<file path="src/rtl/flashRdPkg.sv">
package flashRdPkg;
  localparam int OPCODE_W   = 8;
  localparam int ADDR_W     = 24;
  localparam int MAIN_DUMMY = 32;
  localparam int BUF_DUMMY  = 8;
  localparam int GAP_HALVES = 4;

  localparam logic [7:0] OP_MAIN = 8'h52;
  localparam logic [7:0] OP_BUF1 = 8'h54;
  localparam logic [7:0] OP_BUF2 = 8'h56;

  typedef enum logic [1:0] {
    KIND_MAIN = 2'd0,
    KIND_BUF1 = 2'd1,
    KIND_BUF2 = 2'd2,
    KIND_NONE = 2'd3
  } rdKind_e;

  typedef struct packed {
    logic load;
    logic divClr;
    logic bitEnd;
    logic gapStep;
    logic popByte;
  } ctlStrobe_t;
endpackage

</file>
<file path="src/rtl/flashRdPath.sv">
module flashRdPath
  import flashRdPkg::*;
#(
  parameter int PAGE_BITS  = 13,
  parameter int BYTE_BITS  = 10,
  parameter int COUNT_BITS = 16,
  parameter int CLK_HALF   = 2
) (
  input  logic                  clk,
  input  logic                  rstN,
  input  ctlStrobe_t            strobe,
  input  logic [1:0]            reqType,
  input  logic [PAGE_BITS-1:0]  reqPage,
  input  logic [BYTE_BITS-1:0]  reqByte,
  input  logic [COUNT_BITS-1:0] reqCount,
  input  logic                  miso,
  output logic                  mosi,
  output logic [7:0]            rxByte,
  output logic                  divDone,
  output logic                  hdrLast,
  output logic                  byteLast,
  output logic                  lastByte,
  output logic                  gapDone
);
  localparam int HDR_W    = OPCODE_W + ADDR_W + MAIN_DUMMY;
  localparam int BUF_LEN  = OPCODE_W + ADDR_W + BUF_DUMMY;
  localparam int RSV_W    = ADDR_W - PAGE_BITS - BYTE_BITS;
  localparam int BUF_PRE  = ADDR_W - BYTE_BITS;
  localparam int BUF_TAIL = HDR_W - BUF_LEN + BUF_DUMMY;
  localparam int CNT_W    = $clog2(HDR_W + 1);
  localparam int DIV_W    = $clog2(CLK_HALF + 1);

  logic [HDR_W-1:0]      txShift;
  logic [HDR_W-1:0]      mainHdr, bufHdr;
  logic [7:0]            bufOp;
  logic [CNT_W-1:0]      bitCnt, hdrLen;
  logic                  dataPhase;
  logic [DIV_W-1:0]      divCnt;
  logic [COUNT_BITS-1:0] bytesLeft;

  assign bufOp   = (reqType == KIND_BUF2) ? OP_BUF2 : OP_BUF1;
  assign mainHdr = {OP_MAIN, {RSV_W{1'b0}}, reqPage, reqByte, {MAIN_DUMMY{1'b0}}};
  assign bufHdr  = {bufOp, {BUF_PRE{1'b0}}, reqByte, {BUF_TAIL{1'b0}}};

  assign divDone  = (divCnt == DIV_W'(CLK_HALF - 1));
  assign hdrLast  = !dataPhase && (bitCnt == hdrLen - 1'b1);
  assign byteLast = dataPhase && (bitCnt == CNT_W'(7));
  assign lastByte = (bytesLeft == COUNT_BITS'(1));
  assign gapDone  = divDone && (bitCnt == CNT_W'(GAP_HALVES - 1));
  assign mosi     = txShift[HDR_W-1];

  always_ff @(posedge clk) begin
    if (!rstN) begin
      txShift   <= '0;
      rxByte    <= '0;
      bitCnt    <= '0;
      hdrLen    <= '0;
      dataPhase <= 1'b0;
      divCnt    <= '0;
      bytesLeft <= '0;
    end else begin
      divCnt <= (strobe.divClr || divDone) ? '0 : divCnt + 1'b1;
      if (strobe.load) begin
        txShift   <= (reqType == KIND_MAIN) ? mainHdr : bufHdr;
        hdrLen    <= (reqType == KIND_MAIN) ? CNT_W'(HDR_W) : CNT_W'(BUF_LEN);
        dataPhase <= 1'b0;
        bitCnt    <= '0;
        bytesLeft <= reqCount;
      end
      if (strobe.bitEnd) begin
        txShift <= {txShift[HDR_W-2:0], 1'b0};
        if (dataPhase) rxByte <= {rxByte[6:0], miso};
        if (hdrLast) begin
          dataPhase <= 1'b1;
          bitCnt    <= '0;
        end else if (byteLast) begin
          bitCnt <= '0;
        end else begin
          bitCnt <= bitCnt + 1'b1;
        end
      end
      if (strobe.gapStep) bitCnt <= bitCnt + 1'b1;
      if (strobe.popByte) bytesLeft <= bytesLeft - 1'b1;
    end
  end
endmodule

</file>
<file path="src/rtl/flashRdCtl.sv">
module flashRdCtl
  import flashRdPkg::*;
(
  input  logic       clk,
  input  logic       rstN,
  input  logic       reqValid,
  input  logic       reqOk,
  input  logic       dataReady,
  input  logic       divDone,
  input  logic       hdrLast,
  input  logic       byteLast,
  input  logic       lastByte,
  input  logic       gapDone,
  output ctlStrobe_t strobe,
  output logic       busy,
  output logic       csN,
  output logic       sck,
  output logic       dataValid
);
  typedef enum logic [2:0] {
    ST_IDLE, ST_LOW, ST_HIGH, ST_HOLD, ST_GAP
  } ctlState_e;

  ctlState_e state, stateNext;

  always_comb begin
    stateNext = state;
    strobe    = '0;
    unique case (state)
      ST_IDLE: begin
        strobe.divClr = 1'b1;
        if (reqValid && reqOk) begin
          strobe.load = 1'b1;
          stateNext   = ST_LOW;
        end
      end
      ST_LOW: if (divDone) stateNext = ST_HIGH;
      ST_HIGH: begin
        if (divDone) begin
          strobe.bitEnd = 1'b1;
          stateNext     = byteLast ? ST_HOLD : ST_LOW;
        end
      end
      ST_HOLD: begin
        strobe.divClr = 1'b1;
        if (dataReady) begin
          strobe.popByte = 1'b1;
          stateNext      = lastByte ? ST_GAP : ST_LOW;
        end
      end
      ST_GAP: begin
        if (divDone) begin
          strobe.gapStep = 1'b1;
          if (gapDone) stateNext = ST_IDLE;
        end
      end
      default: stateNext = ST_IDLE;
    endcase
  end

  // hdrLast steers the datapath only; control needs no header knowledge
  logic unusedHdr;
  assign unusedHdr = hdrLast;

  always_ff @(posedge clk) begin
    if (!rstN) begin
      state <= ST_IDLE;
      csN   <= 1'b1;
      sck   <= 1'b0;
    end else begin
      state <= stateNext;
      sck   <= (stateNext == ST_HIGH);
      csN   <= !((stateNext == ST_LOW) || (stateNext == ST_HIGH) ||
                 ((stateNext == ST_HOLD) && !lastByte));
    end
  end

  assign busy      = (state != ST_IDLE);
  assign dataValid = (state == ST_HOLD);
endmodule

</file>
<file path="src/rtl/flashReadHost.sv">
module flashReadHost
  import flashRdPkg::*;
#(
  parameter int PAGE_BITS  = 13,
  parameter int BYTE_BITS  = 10,
  parameter int COUNT_BITS = 16,
  parameter int CLK_HALF   = 2
) (
  input  logic                  clk,
  input  logic                  rstN,
  input  logic                  reqValid,
  input  logic [1:0]            reqType,
  input  logic [PAGE_BITS-1:0]  reqPage,
  input  logic [BYTE_BITS-1:0]  reqByte,
  input  logic [COUNT_BITS-1:0] reqCount,
  output logic                  busy,
  output logic                  flashCsN,
  output logic                  flashSck,
  output logic                  flashMosi,
  input  logic                  flashMiso,
  output logic                  dataValid,
  input  logic                  dataReady,
  output logic [7:0]            dataByte
);
  ctlStrobe_t strobe;
  logic divDone, hdrLast, byteLast, lastByte, gapDone, reqOk;

  assign reqOk = (reqCount != '0) && (reqType != KIND_NONE);

  flashRdCtl uCtl (
    .clk(clk), .rstN(rstN), .reqValid(reqValid), .reqOk(reqOk),
    .dataReady(dataReady), .divDone(divDone), .hdrLast(hdrLast),
    .byteLast(byteLast), .lastByte(lastByte), .gapDone(gapDone),
    .strobe(strobe), .busy(busy), .csN(flashCsN), .sck(flashSck),
    .dataValid(dataValid)
  );

  flashRdPath #(
    .PAGE_BITS(PAGE_BITS), .BYTE_BITS(BYTE_BITS),
    .COUNT_BITS(COUNT_BITS), .CLK_HALF(CLK_HALF)
  ) uPath (
    .clk(clk), .rstN(rstN), .strobe(strobe), .reqType(reqType),
    .reqPage(reqPage), .reqByte(reqByte), .reqCount(reqCount),
    .miso(flashMiso), .mosi(flashMosi), .rxByte(dataByte),
    .divDone(divDone), .hdrLast(hdrLast), .byteLast(byteLast),
    .lastByte(lastByte), .gapDone(gapDone)
  );
endmodule

</file>
<file path="config.mk">
export PLATFORM = sky130hd
export DESIGN_NAME = flashReadHost
export DESIGN_NICKNAME = d
export VERILOG_FILES = /design/src/rtl/flashRdPkg.sv /design/src/rtl/flashRdPath.sv /design/src/rtl/flashRdCtl.sv /design/src/rtl/flashReadHost.sv
export SDC_FILE = /design/constraint.sdc
export NUM_CORES = 1
export LEC_CHECK = 0
export CAP_MARGIN = 20
export CORE_AREA = 2 2 87 89
export DETAILED_ROUTE_END_ITERATION = 16
export DIE_AREA = 0 0 89 91
export PLACE_DENSITY = 0.76
export SYNTH_ARGS = -nofsm -noshare
export SYNTH_HDL_FRONTEND = slang
export SYNTH_SLANG_ARGS = --single-unit
</file>
<file path="constraint.sdc">
create_clock -name clk -period 2.45 [get_ports clk]
set_input_delay 0.245 -clock clk [delete_from_list [all_inputs] [get_ports clk]]
set_output_delay 0.245 -clock clk [all_outputs]
set_load 0.01 [all_outputs]
</file>
==> impl_metrics.tcl <==
set metrics [dict create \
    power_leakage_nw 1.70 \
    synth_area_per_cell_sq_um 8.32 \
    dieWidth_um 89 \
    antenna_cells 0 \
    grt-ovfl-total 0 \
    hold_violations 0 \
    cpLargestDelayFamily "simple AND/OR/NAND/NOR gates" \
    end_kind "register" \
    syn_nets 466 \
    cts_setup_buffers 0 \
    cts_buffer_depth 2 \
    htree_levels 3 \
    postCtsHoldBufs 0 \
    cp_slowest_stage_delay_ns 0.50 \
    p_total_mw 2.68 \
    crit_buf_inv 1 \
    hpwl_um 6000 \
    layout_min_cycle_time_ns 2.29 \
    multi_input_comb_area_sq_um 1830 \
    fp.dieH_um 91 \
    required_ns 2.72 \
    crit_fanout 6 \
    power.net_switching_uw 681 \
    gp_congestion 0.908 \
    path_class "register to register" \
    min_period_over_period_pct 93.5 \
    yosysSeqAreaShare_pct 42.2 \
    syn_to_final_growth_pct 27.9 \
    final_core_util_pct 62.0 \
    maxSlewHeadroom_pct 68.6 \
    drv_cap 0 \
    critical_path.startpoint_type "register" \
    synth_compound_area_share_pct 24.0 \
    io_pins 59 \
    cts_resized 0 \
    synthMuxAreaShare_pct 0.289 \
    drc 0 \
    clk_pin_slew_ns 0.08 \
    finalNonFillerCells 579 \
    drive_gt1_share_pct 11.0 \
    p_clk_share_pct 38.6 \
    setup_tns_ns 0 \
    die_area_sq_um 8100 \
    path_depth 7 \
    finClkSkew_ns 0.0141 \
    dr.pass1.iters 5 \
    netlist_instances 416 \
    rr_worst_depth 7 \
    cts.sinks 73 \
    synthSimpleGateAreaFrac_pct 26.4 \
    antenna_found_initial 0 \
    numCtsBuffers 9 \
    nFillCells 639 \
    grt_pass1_vias 3236 \
    syn-cell-area_sq_um 3460 \
    drtIter0Drc 179 \
    cp.arrival_ns 2.56 \
    crit_chain "inv_1 > ha_1 > or3b_2 > nor4_2 > nand2b_1 > or4_1 > a31oi_1" \
    status "finished, final reports clean" \
    pwr-share-seq_pct 47.6 \
    vdd_drop_max_v 0.000279 \
    final_cell_mix "dfxtp_1, clkdlybuf4s50_1, nand2_1, a21oi_1, nand3_1" \
    pwr_density_cell_nw_per_um2 606 \
    grt_max_degree 40 \
    yosys_most_used_dff "dfxtp_1" \
    core_area_sq_um 7140 \
    vias 3373 \
    rows 31 \
    grt_use_total_pct 22.0 \
    setup_viol_count_final 0 \
    place_inst 562 \
    start_util_pct 48.5 \
    grt_pass1_wl_um 14300 \
    cts_tree "built" \
    ant_nets 0 \
    drv_slew 0 \
    wirelength_um 8680 \
    synth_top_family_by_area "simple AND/OR/NAND/NOR gates" \
    switching_share_pct 25.4 \
    holdPathStages 1 \
    grt_setup_unrepaired "false" \
    holdCritPathClass "register to register" \
    ys_ff_latch 73 \
    insertion_delay_ns 0.35 \
    synth_xor_area_share_pct 0.759 \
    cts-root-buf "clkbuf_8" \
    yosysUniqueCellTypes 56 \
    synth-edff-count 0 \
    port_buffers 58 \
    regArea_sq_um 1460 \
    nets 525 \
    fmax_mhz 437 \
    tightest_slew_ns 0.471 \
    ys_warn_count 0 \
    async_flop_share_pct 0 \
    yosys.area_share.adder_pct 1.45 \
    wl_per_cell_um 15.0 \
    via_per_inst 5.83 \
    intPower_mw 2.00 \
    crit_slowest_cell "or3b_2" \
    pwr-share-comb_pct 13.8 \
    final_common_cell "dfxtp_1" \
]
flip-flops by register name, indices dropped and copies added, names as in the netlist:
signal           flops
uPath.hdrLen         2
uPath.txShift       32
uPath.bitCnt         7
uPath.divCnt         2
uPath.bytesLeft     16
uCtl.state           3
uCtl.sck             1
uPath.dataPhase      1
uCtl.csN             1
uPath.rxByte         8
worst register-to-register path, cell delays in order, from the launching register on:
cell	delay, ns
dfxtp_1	0.34
inv_1	0.10
ha_1	0.20
or3b_2	0.51
nor4_2	0.26
nand2b_1	0.22
or4_1	0.43
a31oi_1	0.17
metal layers:
metal	global-route usage, %	routed length, um	vias to the layer above
met1	27.4	3920	1573
li1	-	-	1673
met2	36.6	4160	109
met4	9.45	163	0
met3	4.09	437	18
met5	0	0	-
worst paths after layout:
path                      start                  end  slack [ns]
max          uPath.bytesLeft[0]  uPath.bytesLeft[14]        0.16
min             uPath.divCnt[0]      uPath.divCnt[0]        0.43
max reg2reg  uPath.bytesLeft[0]  uPath.bytesLeft[14]        0.16
min reg2reg     uPath.divCnt[0]      uPath.divCnt[0]        0.43
cell usage after synthesis (8+ instances only):
cell	number	area share, %
a211o_1	8	2.0
a21oi_1	39	5.6
a31oi_1	17	3.1
and3_1	17	3.1
buf_2	11	1.6
clkbuf_1	21	2.3
dfxtp_1	73	42
nand2_1	48	5.2
nand3_1	26	3.8
nor2_1	17	1.8
nor3_1	11	1.6
nor4_1	8	1.4
o21ai_0	24	3.5
cell families after synthesis:
| logic type | after synthesis |
|---|---|
| fa+ha+maj | 4 |
| flops | 73 |
| xor+xnor | 3 |
| buf+inv | 40 |
| simple gates | 168 |
| compound gates | 127 |
| mux | 1 |
stage by stage:
stage,instance area (sq um),setup slack [ns],hold slack [ns]
2_1_floorplan,3460,0.414,0.362
3_3_place_gp,4200,0.0523,0.405
3_5_place_dp,4200,0.0519,0.420
4_1_cts,4420,0.166,0.432
5_1_grt,4430,0.0194,0.448
6_report,4430,0.159,0.426
power by group through the flow:
stage / logic (mW) / registers (mW) / clock network [mW]
2_1_floorplan: 0.210 / 1.30 / 0
3_3_place_gp: 0.362 / 1.30 / 0
3_5_place_dp: 0.367 / 1.31 / 0
4_1_cts: 0.369 / 1.28 / 1.06
5_1_grt: 0.406 / 1.29 / 1.11
6_report: 0.370 / 1.28 / 1.03
area by class of cell:
cell class | instances | area share (%)
multi-input combinational | 303 | 41.4
sequential | 73 | 33.0
timing repair buffer | 81 | 17.3
clock buffer | 10 | 2.88
tap | 99 | 2.80
clock inverter | 6 | 2.04
inverter | 7 | 0.594
(Power assumes the default switching activity.)
